`src/rtl/xsr_pkg.sv`:
```
package xsr_pkg;

    localparam int EXP_W = 15;
    localparam int SIG_W = 64;
    localparam int VAL_W = 1 + EXP_W + SIG_W;
    localparam int SH_W  = $clog2(SIG_W) + 1;

    localparam logic [EXP_W-1:0] EXP_BIAS     = {1'b0, {(EXP_W-1){1'b1}}};
    localparam logic [EXP_W-1:0] EXP_MAX      = {EXP_W{1'b1}};
    localparam logic [EXP_W-1:0] EXP_HALF     = EXP_BIAS - 1'b1;
    localparam logic [EXP_W-1:0] EXP_INTEGRAL = EXP_BIAS + EXP_W'(SIG_W - 1);

    localparam logic [SIG_W-1:0] SIG_ONE  = {1'b1, {(SIG_W-1){1'b0}}};
    localparam logic [SIG_W-1:0] SIG_QNAN = {2'b11, {(SIG_W-2){1'b0}}};
    localparam logic [SIG_W-1:0] SIG_ONES = {SIG_W{1'b1}};

    typedef struct packed {
        logic             sign;
        logic [EXP_W-1:0] exp;
        logic [SIG_W-1:0] sig;
    } xval_t;

    typedef enum logic [1:0] {
        OP_ABS  = 2'b00,
        OP_CHS  = 2'b01,
        OP_RND  = 2'b10,
        OP_RNDX = 2'b11
    } op_e;

    typedef enum logic [1:0] {
        RC_NEAR = 2'b00,
        RC_DOWN = 2'b01,
        RC_UP   = 2'b10,
        RC_ZERO = 2'b11
    } rc_e;

    typedef struct packed {
        logic invalid;
        logic stack_fault;
        logic denormal;
        logic precision;
    } xflags_t;

    typedef struct packed {
        logic is_special;
        logic is_zero;
        logic is_denorm;
        logic is_small;
        logic is_integral;
    } xclass_t;

    function automatic xval_t indefinite();
        xval_t v;
        v.sign = 1'b1;
        v.exp  = EXP_MAX;
        v.sig  = SIG_QNAN;
        return v;
    endfunction

    // Magnitude increment decision shared by both rounding paths.
    // half: first discarded bit, sticky: any lower discarded bit,
    // lsb: lowest kept bit.
    function automatic logic round_up(rc_e rc, logic sign, logic half,
                                      logic sticky, logic lsb);
        logic up;
        unique case (rc)
            RC_NEAR: up = half & (sticky | lsb);
            RC_DOWN: up = sign & (half | sticky);
            RC_UP:   up = ~sign & (half | sticky);
            default: up = 1'b0;
        endcase
        return up;
    endfunction

endpackage

```
`src/rtl/xsr_classify.sv`:
```
module xsr_classify
    import xsr_pkg::*;
(
    input  xval_t   x,
    output xclass_t c
);
    logic sig_nz;
    logic exp_max;

    always_comb begin
        sig_nz        = |x.sig;
        exp_max       = (x.exp == EXP_MAX);
        c.is_special  = exp_max;
        c.is_zero     = ~exp_max & ~sig_nz;
        c.is_denorm   = (x.exp == '0) & sig_nz;
        c.is_integral = ~exp_max & sig_nz & (x.exp >= EXP_INTEGRAL);
        c.is_small    = sig_nz & (x.exp < EXP_BIAS);
    end
endmodule

```
`src/rtl/xsr_sign.sv`:
```
module xsr_sign
    import xsr_pkg::*;
(
    input  op_e   op,
    input  xval_t x,
    output xval_t y
);
    always_comb begin
        y = x;
        unique case (op)
            OP_ABS:  y.sign = 1'b0;
            OP_CHS:  y.sign = ~x.sign;
            default: y.sign = x.sign;
        endcase
    end
endmodule

```
`src/rtl/xsr_round.sv`:
```
module xsr_round
    import xsr_pkg::*;
(
    input  rc_e     rc,
    input  xval_t   x,
    input  xclass_t c,
    output xval_t   y,
    output logic    denormal,
    output logic    precision
);
    // Fractional-range path: 0x3FFF <= exp < 0x3FFF+63
    logic [SH_W-1:0]  sh;
    logic [SH_W:0]    fsh;
    logic [SIG_W-1:0] frac_mask;
    logic [SIG_W-1:0] half_mask;
    logic [SIG_W-1:0] rest_mask;
    logic [SIG_W-1:0] lsb_mask;
    logic [SIG_W-1:0] int_part;
    logic [SIG_W:0]   sum;
    logic             m_half, m_sticky, m_lsb, m_up, m_inexact;

    // Below-one path
    logic             s_half, s_sticky, s_up;

    always_comb begin
        sh        = SH_W'(x.exp - EXP_BIAS);
        fsh       = {1'b0, sh} + 1'b1;
        frac_mask = SIG_ONES >> fsh;
        rest_mask = frac_mask >> 1;
        half_mask = frac_mask & ~rest_mask;
        lsb_mask  = half_mask << 1;
        int_part  = x.sig & ~frac_mask;
        m_half    = |(x.sig & half_mask);
        m_sticky  = |(x.sig & rest_mask);
        m_lsb     = |(x.sig & lsb_mask);
        m_inexact = m_half | m_sticky;
        m_up      = round_up(rc, x.sign, m_half, m_sticky, m_lsb);
        sum       = {1'b0, int_part} + (m_up ? {1'b0, lsb_mask} : '0);
    end

    always_comb begin
        s_half   = (x.exp == EXP_HALF) & x.sig[SIG_W-1];
        s_sticky = (x.exp == EXP_HALF) ? |x.sig[SIG_W-2:0] : 1'b1;
        s_up     = round_up(rc, x.sign, s_half, s_sticky, 1'b0);
    end

    always_comb begin
        y         = x;
        precision = 1'b0;
        denormal  = c.is_denorm;
        if (c.is_special || c.is_zero || c.is_integral) begin
            y         = x;
        end else if (c.is_small) begin
            precision = 1'b1;
            y.sign    = x.sign;
            y.exp     = s_up ? EXP_BIAS : '0;
            y.sig     = s_up ? SIG_ONE  : '0;
        end else begin
            precision = m_inexact;
            if (sum[SIG_W]) begin
                y.exp = x.exp + 1'b1;
                y.sig = SIG_ONE;
            end else begin
                y.sig = sum[SIG_W-1:0];
            end
        end
    end
endmodule

```
`src/rtl/xsr_unit.sv`:
```
module xsr_unit
    import xsr_pkg::*;
(
    input  logic         clk,
    input  logic         rst,
    input  logic         in_valid,
    input  logic [1:0]   op,
    input  logic [1:0]   rc,
    input  logic         empty,
    input  logic [79:0]  operand,
    output logic         out_valid,
    output logic [79:0]  result,
    output logic         flag_invalid,
    output logic         flag_stack_fault,
    output logic         flag_denormal,
    output logic         flag_precision
);
    xval_t   x_in;
    xclass_t cls;
    xval_t   y_sign;
    xval_t   y_rnd;
    logic    rnd_den, rnd_prec;
    xval_t   y_next;
    xflags_t f_next;
    xval_t   y_q;
    xflags_t f_q;
    op_e     op_q;

    assign x_in = xval_t'(operand);
    assign op_q = op_e'(op);

    xsr_classify u_cls (
        .x (x_in),
        .c (cls)
    );

    xsr_sign u_sign (
        .op (op_q),
        .x  (x_in),
        .y  (y_sign)
    );

    xsr_round u_rnd (
        .rc        (rc_e'(rc)),
        .x         (x_in),
        .c         (cls),
        .y         (y_rnd),
        .denormal  (rnd_den),
        .precision (rnd_prec)
    );

    always_comb begin
        f_next = '0;
        if (empty) begin
            y_next             = indefinite();
            f_next.invalid     = 1'b1;
            f_next.stack_fault = 1'b1;
        end else if (op_q == OP_ABS || op_q == OP_CHS) begin
            y_next = y_sign;
        end else begin
            y_next           = y_rnd;
            f_next.denormal  = rnd_den;
            f_next.precision = rnd_prec;
        end
    end

    always_ff @(posedge clk) begin
        if (rst) begin
            out_valid <= 1'b0;
            y_q       <= '0;
            f_q       <= '0;
        end else begin
            out_valid <= in_valid;
            if (in_valid) begin
                y_q <= y_next;
                f_q <= f_next;
            end
        end
    end

    assign result           = VAL_W'(y_q);
    assign flag_invalid     = f_q.invalid;
    assign flag_stack_fault = f_q.stack_fault;
    assign flag_denormal    = f_q.denormal;
    assign flag_precision   = f_q.precision;

    // abs clears only the sign bit, no flags
    a_r1_abs_sign_only: assert property (@(posedge clk) disable iff (rst)
        (in_valid && !empty && op == 2'b00) |=>
        (result == {1'b0, $past(operand[78:0])} &&
         !flag_invalid && !flag_stack_fault && !flag_denormal && !flag_precision));

    // sign change flips only the sign bit, no flags
    a_r2_chs_sign_only: assert property (@(posedge clk) disable iff (rst)
        (in_valid && !empty && op == 2'b01) |=>
        (result == {~$past(operand[79]), $past(operand[78:0])} &&
         !flag_invalid && !flag_stack_fault && !flag_denormal && !flag_precision));

    // empty operand gives indefinite with invalid and stack fault
    a_r3_empty_indef: assert property (@(posedge clk) disable iff (rst)
        (in_valid && empty) |=>
        (result == {1'b1, 15'h7FFF, 64'hC000_0000_0000_0000} &&
         flag_invalid && flag_stack_fault && !flag_denormal && !flag_precision));

    // stack fault never appears without invalid
    a_r3_sf_with_inv: assert property (@(posedge clk) disable iff (rst)
        flag_stack_fault |-> flag_invalid);

    // infinities and NaNs pass rounding untouched
    a_r6_special_pass: assert property (@(posedge clk) disable iff (rst)
        (in_valid && !empty && op[1] && operand[78:64] == 15'h7FFF) |=>
        (result == $past(operand) && !flag_precision && !flag_denormal && !flag_invalid));

    // one-cycle latency, valid for one cycle per request
    a_r10_valid_follows: assert property (@(posedge clk) disable iff (rst)
        in_valid |=> out_valid);
    a_r10_valid_idle: assert property (@(posedge clk) disable iff (rst)
        !in_valid |=> !out_valid);

endmodule

```
`config.mk`:
```
export PLATFORM = sky130hd
export DESIGN_NAME = xsr_unit
export DESIGN_NICKNAME = d
export VERILOG_FILES = /design/src/rtl/xsr_pkg.sv /design/src/rtl/xsr_classify.sv /design/src/rtl/xsr_sign.sv /design/src/rtl/xsr_round.sv /design/src/rtl/xsr_unit.sv
export SDC_FILE = /design/constraint.sdc
export NUM_CORES = 1
export LEC_CHECK = 0
export CORE_ASPECT_RATIO = 0.75
export CORE_UTILIZATION = 50
export CTS_CLUSTER_SIZE = 12
export DETAILED_ROUTE_END_ITERATION = 8
export MAX_ROUTING_LAYER = met4
export PLACE_DENSITY = 0.85
export SLEW_MARGIN = 20
export SYNTH_ARGS = -nofsm -noshare
export SYNTH_HDL_FRONTEND = slang
export SYNTH_SLANG_ARGS = --single-unit
```
`constraint.sdc`:
```
create_clock -name clk -period 20.4 [get_ports clk]
set_clock_uncertainty 0.2 [all_clocks]
set_input_delay 4.08 -clock clk [delete_from_list [all_inputs] [get_ports clk]]
set_output_delay 4.08 -clock clk [all_outputs]
set_load 0.01 [all_outputs]
```
**Yosys cells after proc, flatten, opt, wreduce, memory -nomap -nowiden**

Index checks and enable logic that the tools add are counted.

- Register bits: 85
- Logic and storage cells: 74

- $add $sub $neg: 4
- Order comparisons: 2
- Eq/ne operators: 5
- Shift-type cells: 1
- Multiplexer cells: 18
- Bitwise operators: 25
- Reduce and logical (&&, ||, !) cells: 11

Operators by type and width:

| kind | count |
|---|---|
| 64-bit bitwise AND | 4 |
| 64-bit OR reduction | 4 |
| 64-bit 2-to-1 mux | 3 |
| 80-bit 2-to-1 mux | 2 |
| 79-bit 2-to-1 mux | 2 |
| 64-bit by 65-bit adder with 65-bit output | 1 |
| 64-bit by 63-bit bitwise AND with 64-bit output | 1 |
| 63-bit NOT with 64-bit output | 1 |
| 64-bit NOT | 1 |
| 64-bit by 8-bit >> shifter with 64-bit output, first input constant | 1 |
| 63-bit OR reduction | 1 |
| 15-bit by 1-bit adder with 15-bit output, second input constant | 1 |
| 15-bit by 14-bit == test with 1-bit output, second input constant | 1 |
| 15-bit == test, second input constant | 1 |
| 15-bit greater-or-equal comparator, second input constant | 1 |
| 15-bit logical NOT | 1 |
| 15-bit by 14-bit less-than comparator with 1-bit output, second input constant | 1 |
| 15-bit 2-to-1 mux | 1 |
| 14-bit 2-to-1 mux | 1 |
| 1-bit bitwise AND | 12 |
| 7-bit by 1-bit adder with 8-bit output, second input constant | 1 |
| 7-bit subtractor, second input constant | 1 |
| 2-bit 2-to-1 mux | 3 |
| 1-bit case mux with 3 select lines | 2 |
| 8 further kinds | 18 |

**Longest topological paths before layout**

- Depth in word-level cells: 17
- Gate-level depth with buffers: 34
- Mapped depth without buffers: 27

**By module**

From an unflattened synthesis, not the netlist that was laid out.

- Cells, all modules: 1776
- Area, all modules: 13808.2 µm²

Modules (own cells, without submodules):

| module | times used | cells each | area an instance (µm²) | seq. area each (µm²) |
|---|---|---|---|---|
| xsr_round | 1 | 1348 | 8996.1 | 0.0 |
| xsr_unit | 1 | 305 | 3936.3 | 1681.6 |
| xsr_sign | 1 | 82 | 611.8 | 0.0 |
| xsr_classify | 1 | 41 | 264.0 | 0.0 |

**Worst setup path after synthesis**

No wires, ideal clock.

- Path type: input -> register
- Start: in operand[64]
- End: reg y_q (netlist bit result[33])
- Library setup time: 0.117 ns
- Data arrival time: 10.419 ns
- Data required time: 20.083 ns
- Slack: 9.664 ns
- Cell stages on the path: 32
- Cells stage by stage: ha_1 -> buf_2 -> inv_1 -> ha_1 -> buf_2 -> buf_1 -> clkbuf_1 -> mux2i_1 -> nor4_1 -> a21oi_1 -> nor2_1 -> a2111oi_0 -> nand4_1 -> or4_1 -> a21oi_1 -> or3_1 -> buf_4 -> buf_4 -> nor2_1 -> ha_1 -> a21oi_1 -> a2111oi_0 -> o2111ai_1 -> a2111oi_0 -> nor3_1 -> and3_1 -> o211ai_2 -> nand2_1 -> nand2_1 -> nor2_1 -> clkbuf_1 -> a22o_1

- Word-level cells in the longest chain between the ends: 17

Ends and longest elaborated chain:

| what | RTL line | text |
|---|---|---|
| start: declaration | xsr_unit.sv:10 | `input logic [79:0] operand,` |
| 7-bit subtractor | xsr_round.sv:26 | `sh = SH_W'(x.exp - EXP_BIAS);` |
| 7-bit by 1-bit adder with 8-bit output | xsr_round.sv:27 | `fsh = {1'b0, sh} + 1'b1;` |
| 64-bit by 8-bit >> shifter with 64-bit output | xsr_round.sv:28 | `frac_mask = SIG_ONES >> fsh;` |
| 63-bit NOT with 64-bit output | xsr_round.sv:30 | `half_mask = frac_mask & ~rest_mask;` |
| 64-bit bitwise AND | xsr_round.sv:30 |  |
| 64-bit bitwise AND (on tied branches) | xsr_round.sv:33, xsr_round.sv:35 |  |
| 64-bit OR reduction (on tied branches) | xsr_round.sv:33, xsr_round.sv:35 |  |
| 1-bit bitwise OR (on tied branches) | xsr_pkg.sv:68, xsr_pkg.sv:69, xsr_pkg.sv:67 |  |
| 1-bit bitwise AND (on tied branches) | xsr_pkg.sv:69, xsr_pkg.sv:67, xsr_pkg.sv:68 |  |
| 1-bit case mux with 3 select lines | xsr_pkg.sv:66 | `unique case (rc)` |
| 64-bit 2-to-1 mux | xsr_round.sv:38 | `sum = {1'b0, int_part} + (m_up ? {1'b0, lsb_mask} : '0);` |
| 64-bit by 65-bit adder with 65-bit output | xsr_round.sv:38 |  |
| 64-bit 2-to-1 mux | xsr_round.sv:60 | `if (sum[SIG_W]) begin` |
| 79-bit 2-to-1 mux | xsr_round.sv:53 | `end else if (c.is_small) begin` |
| 79-bit 2-to-1 mux * | xsr_round.sv:51 | `if (c.is_special \|\| c.is_zero \|\| c.is_integral) begin` |
| 80-bit 2-to-1 mux * | xsr_unit.sv:58 | `end else if (op_q == OP_ABS \|\| op_q == OP_CHS) begin` |
| 80-bit 2-to-1 mux * | xsr_unit.sv:54 | `if (empty) begin` |
| end signal: assignment | xsr_unit.sv:75 | `y_q <= y_next;` |
| end: declaration | xsr_unit.sv:25 | `xval_t y_q;` |

Mark *: on every way between the ends. The rest lies on a longest branch, timed or not.
A chain may end at the register's enable or synchronous reset.

**Final worst setup path**

- Start: in operand[65]
- End: reg y_q (netlist bit result[33])

Same word-level chain as after synthesis.

==> results_dict.tcl <==
set metrics [dict create \
    clkLatencyLatePin_ns 0.37 \
    p_per_area_mw_per_mm2 47.47 \
    synth_fa_ha_area_frac 0.08179 \
    finalWirelength_mm 65.07 \
    rows 47 \
    power.switching_uw 290.5 \
    min_from "result[18]" \
    p_leak_uw 0.005062 \
    critPathMaxFanout 62 \
    end_kind "flop" \
    drtAntennaViolNets 0 \
    drt_iter0_markers 3020 \
    pwr-share-seq 0.277 \
    vias_per_cell 7.719 \
    placed_cells 2041 \
    crit_slowest_cell "nor2_1" \
    synthTopCellsByArea "dfxtp_1 (15%), ha_1 (7.9%), a21oi_1 (6.2%)" \
    synth_flop_cell "dfxtp_1" \
    antenna_found_initial 3 \
    firstDrtPassIters 9 \
    grt_remaining_overflow 0 \
    syn_inst 1670 \
    cts_hold_buf 0 \
    maxCapViolCount 0 \
    port_buffers 172 \
    p_int_uw 348.8 \
    drc_errors 9 \
    grt_setup_unrepaired "false" \
    max_freq_ghz 0.06615 \
    worstHoldPathType "reg -> reg" \
    p_sw_frac 0.4544 \
    die_h_um 132.7 \
    hold_slack_ns 0.2668 \
    final.setup.tns_ns 0 \
    arrival_ns 15.17 \
    die_w_um 176.2 \
    grt_pass1_wl_mm 92.92 \
    seq_area_frac_synth 0.1478 \
    synth_xor_area_frac 0.05365 \
    synth_top_area_cell "dfxtp_1" \
    layoutNonFillerInstCount 2061 \
    fp.coreArea_mm2 0.02217 \
    drv_slew 0 \
    yosysUniqueCellTypes 75 \
    initial_core_util 0.5133 \
    syn_area_mm2 0.01138 \
    post_cts_resized 0 \
    numClockSinks 84 \
    setup_viol 0 \
    cp_common_cell "buf_4" \
    cp_slowest_stage_delay_ns 0.96 \
    synthSimpleGateAreaFrac 0.2918 \
    slew_headroom 0.2097 \
    status "complete, but fails checks" \
    syn_area_per_cell_um2 6.815 \
    grtUsageTotal 0.5533 \
    clkPwrFrac 0.264 \
    setup.worst_path.class "in -> reg" \
    start_kind "primary input" \
    p_comb_frac 0.459 \
    grt_start_max_net_pins 84 \
    synth_top_family_by_area "compound AO/OA/AOI/OAI gates" \
    wl_per_cell_um 31.57 \
    cts-root-buf "clkbuf_16" \
    synth_edf_count 0 \
    finalHoldViolCount 0 \
    required_ns 20.45 \
    clk_pin_slew_ns 0.07 \
    synthToLayoutAreaGrowth_pct 18.32 \
    violations "design-rule violations" \
    ir_worst_vdd_mv 0.04647 \
    die-area_mm2 0.02338 \
    synth_common_cells "nand2_1 (179), nor2_1 (142), a21oi_1 (141)" \
    yosys_warnings 0 \
    timing.rr.start "result[44]" \
    ys_ff_latch 84 \
    postCtsSetupBuffers 0 \
    synth_compound_area_frac 0.3570 \
    drive_gt1_frac 0.04197 \
    fin_crit_sh 0.7410 \
    fin_crit_ns 15.12 \
    synth_mux_area_frac 0.006157 \
    ioPinCount 173 \
    dpl.hpwl_mm 48.58 \
    grt_pass1_vias 14450 \
    gp_congestion 1.185 \
    p_total_uw 639.2 \
    htreeDepth 3 \
    nets 1919 \
    cts_buffers 9 \
    syn_nets 1831 \
    cts.path.max_buffers 2 \
    vias 15910 \
    worst_pin_slew_ns 1.181 \
    synth.most_common_cell "nand2_1" \
    async_flop_share 0 \
    cp-startpoint "operand[65]" \
    yosysTopAreaCellShare 0.1478 \
    cts_tree "built" \
]
[critical path, delay by kind of cell]
| family | cells | cell delay (ns) |
|---|---|---|
| fa+ha+maj | 3 | 1.06 |
| compound gates | 11 | 3.81 |
| simple gates | 10 | 3.72 |
| buf+inv | 7 | 2.43 |
[sequential cells by signal (all words and copies together), names as in the netlist]
signal	count
result	80
flag_denormal	1
flag_invalid	1
flag_precision	1
out_valid	1
[power by group through the flow]
stage               clock, uW  sequential (uW)  combinational [uW]
floorplan                   0              183                 150
global placement            0              180                 271
detailed placement          0              180                 270
global route              174              177                 297
finish                    169              177                 294
CTS                       168              177                 272
[per-stage QoR]
step	instance area (um2)	worst slack [ns]	util
2_1_floorplan	11380	9.664	-
3_3_place_gp	13160	5.685	0.5934
3_5_place_dp	13160	5.587	0.5934
4_1_cts	13440	5.935	0.6062
5_1_grt	13460	5.009	0.6073
6_report	13470	5.283	0.6074
[worst paths after layout]
kind / slack (ns) / depth (start not counted) / to
max: 5.28 / 31 / result[33]
min: 0.27 / 2 / result[18]
max reg2reg: 19.34 / 2 / result[44]
min reg2reg: 0.27 / 2 / result[18]
[placed cells by master, fill, tap and decap left out, types with 11 or more instances in the layout]
master and n:
a22o_1 18, a22oi_1 44, nand4_1 41, and3_1 20, o31ai_1 14, buf_4 31
a32oi_1 26, clkdlybuf4s50_1 171, nor2b_1 23, inv_1 35, xor2_1 29, a21oi_1 141
o221ai_1 11, nor4_1 61, nand2_1 179, o21bai_1 14, xnor2_1 35, a21o_1 32
a221oi_1 11, nand3_1 45, a21boi_0 26, nor2_1 141, nor3_1 80, a31oi_1 17
o22ai_1 19, and2_1 26, o21a_1 24, o21ai_0 109, dfxtp_1 84, ha_1 72
[metal layers]
layer | track usage | part of all wire | vias to the layer above | wire length [um]
li1 | - | - | 6531 | -
met1 | 0.6913 | 0.38 | 7337 | 24740
met2 | 0.7262 | 0.38 | 1601 | 24480
met3 | 0.2641 | 0.18 | 440 | 11490
met4 | 0.2783 | 0.067 | 0 | 4352
met5 | - | 0 | - | 0
[layout make-up]
cell class | instances | area [um2]
well taps | 294 | 367.9
clock inverters | 7 | 58.81
clock buffers | 9 | 225.2
diodes | 4 | 10.01
repair buffers | 203 | 1949
flip-flops and latches | 84 | 1682
fillers | 1971 | 8705
inverters | 36 | 135.1
multi-input cells | 1424 | 9037
[logic make-up after synthesis]
logic type               count (synthesis)
AO/OA/AOI/OAI                          602
XOR/XNOR                                68
adder cells (fa/ha/maj)                 74
buffers and inverters                  162
flip-flops                              84
multiplexers                             7
AND/OR/NAND/NOR                        673
No activity file was read; power rests on OpenSTA's default activity.
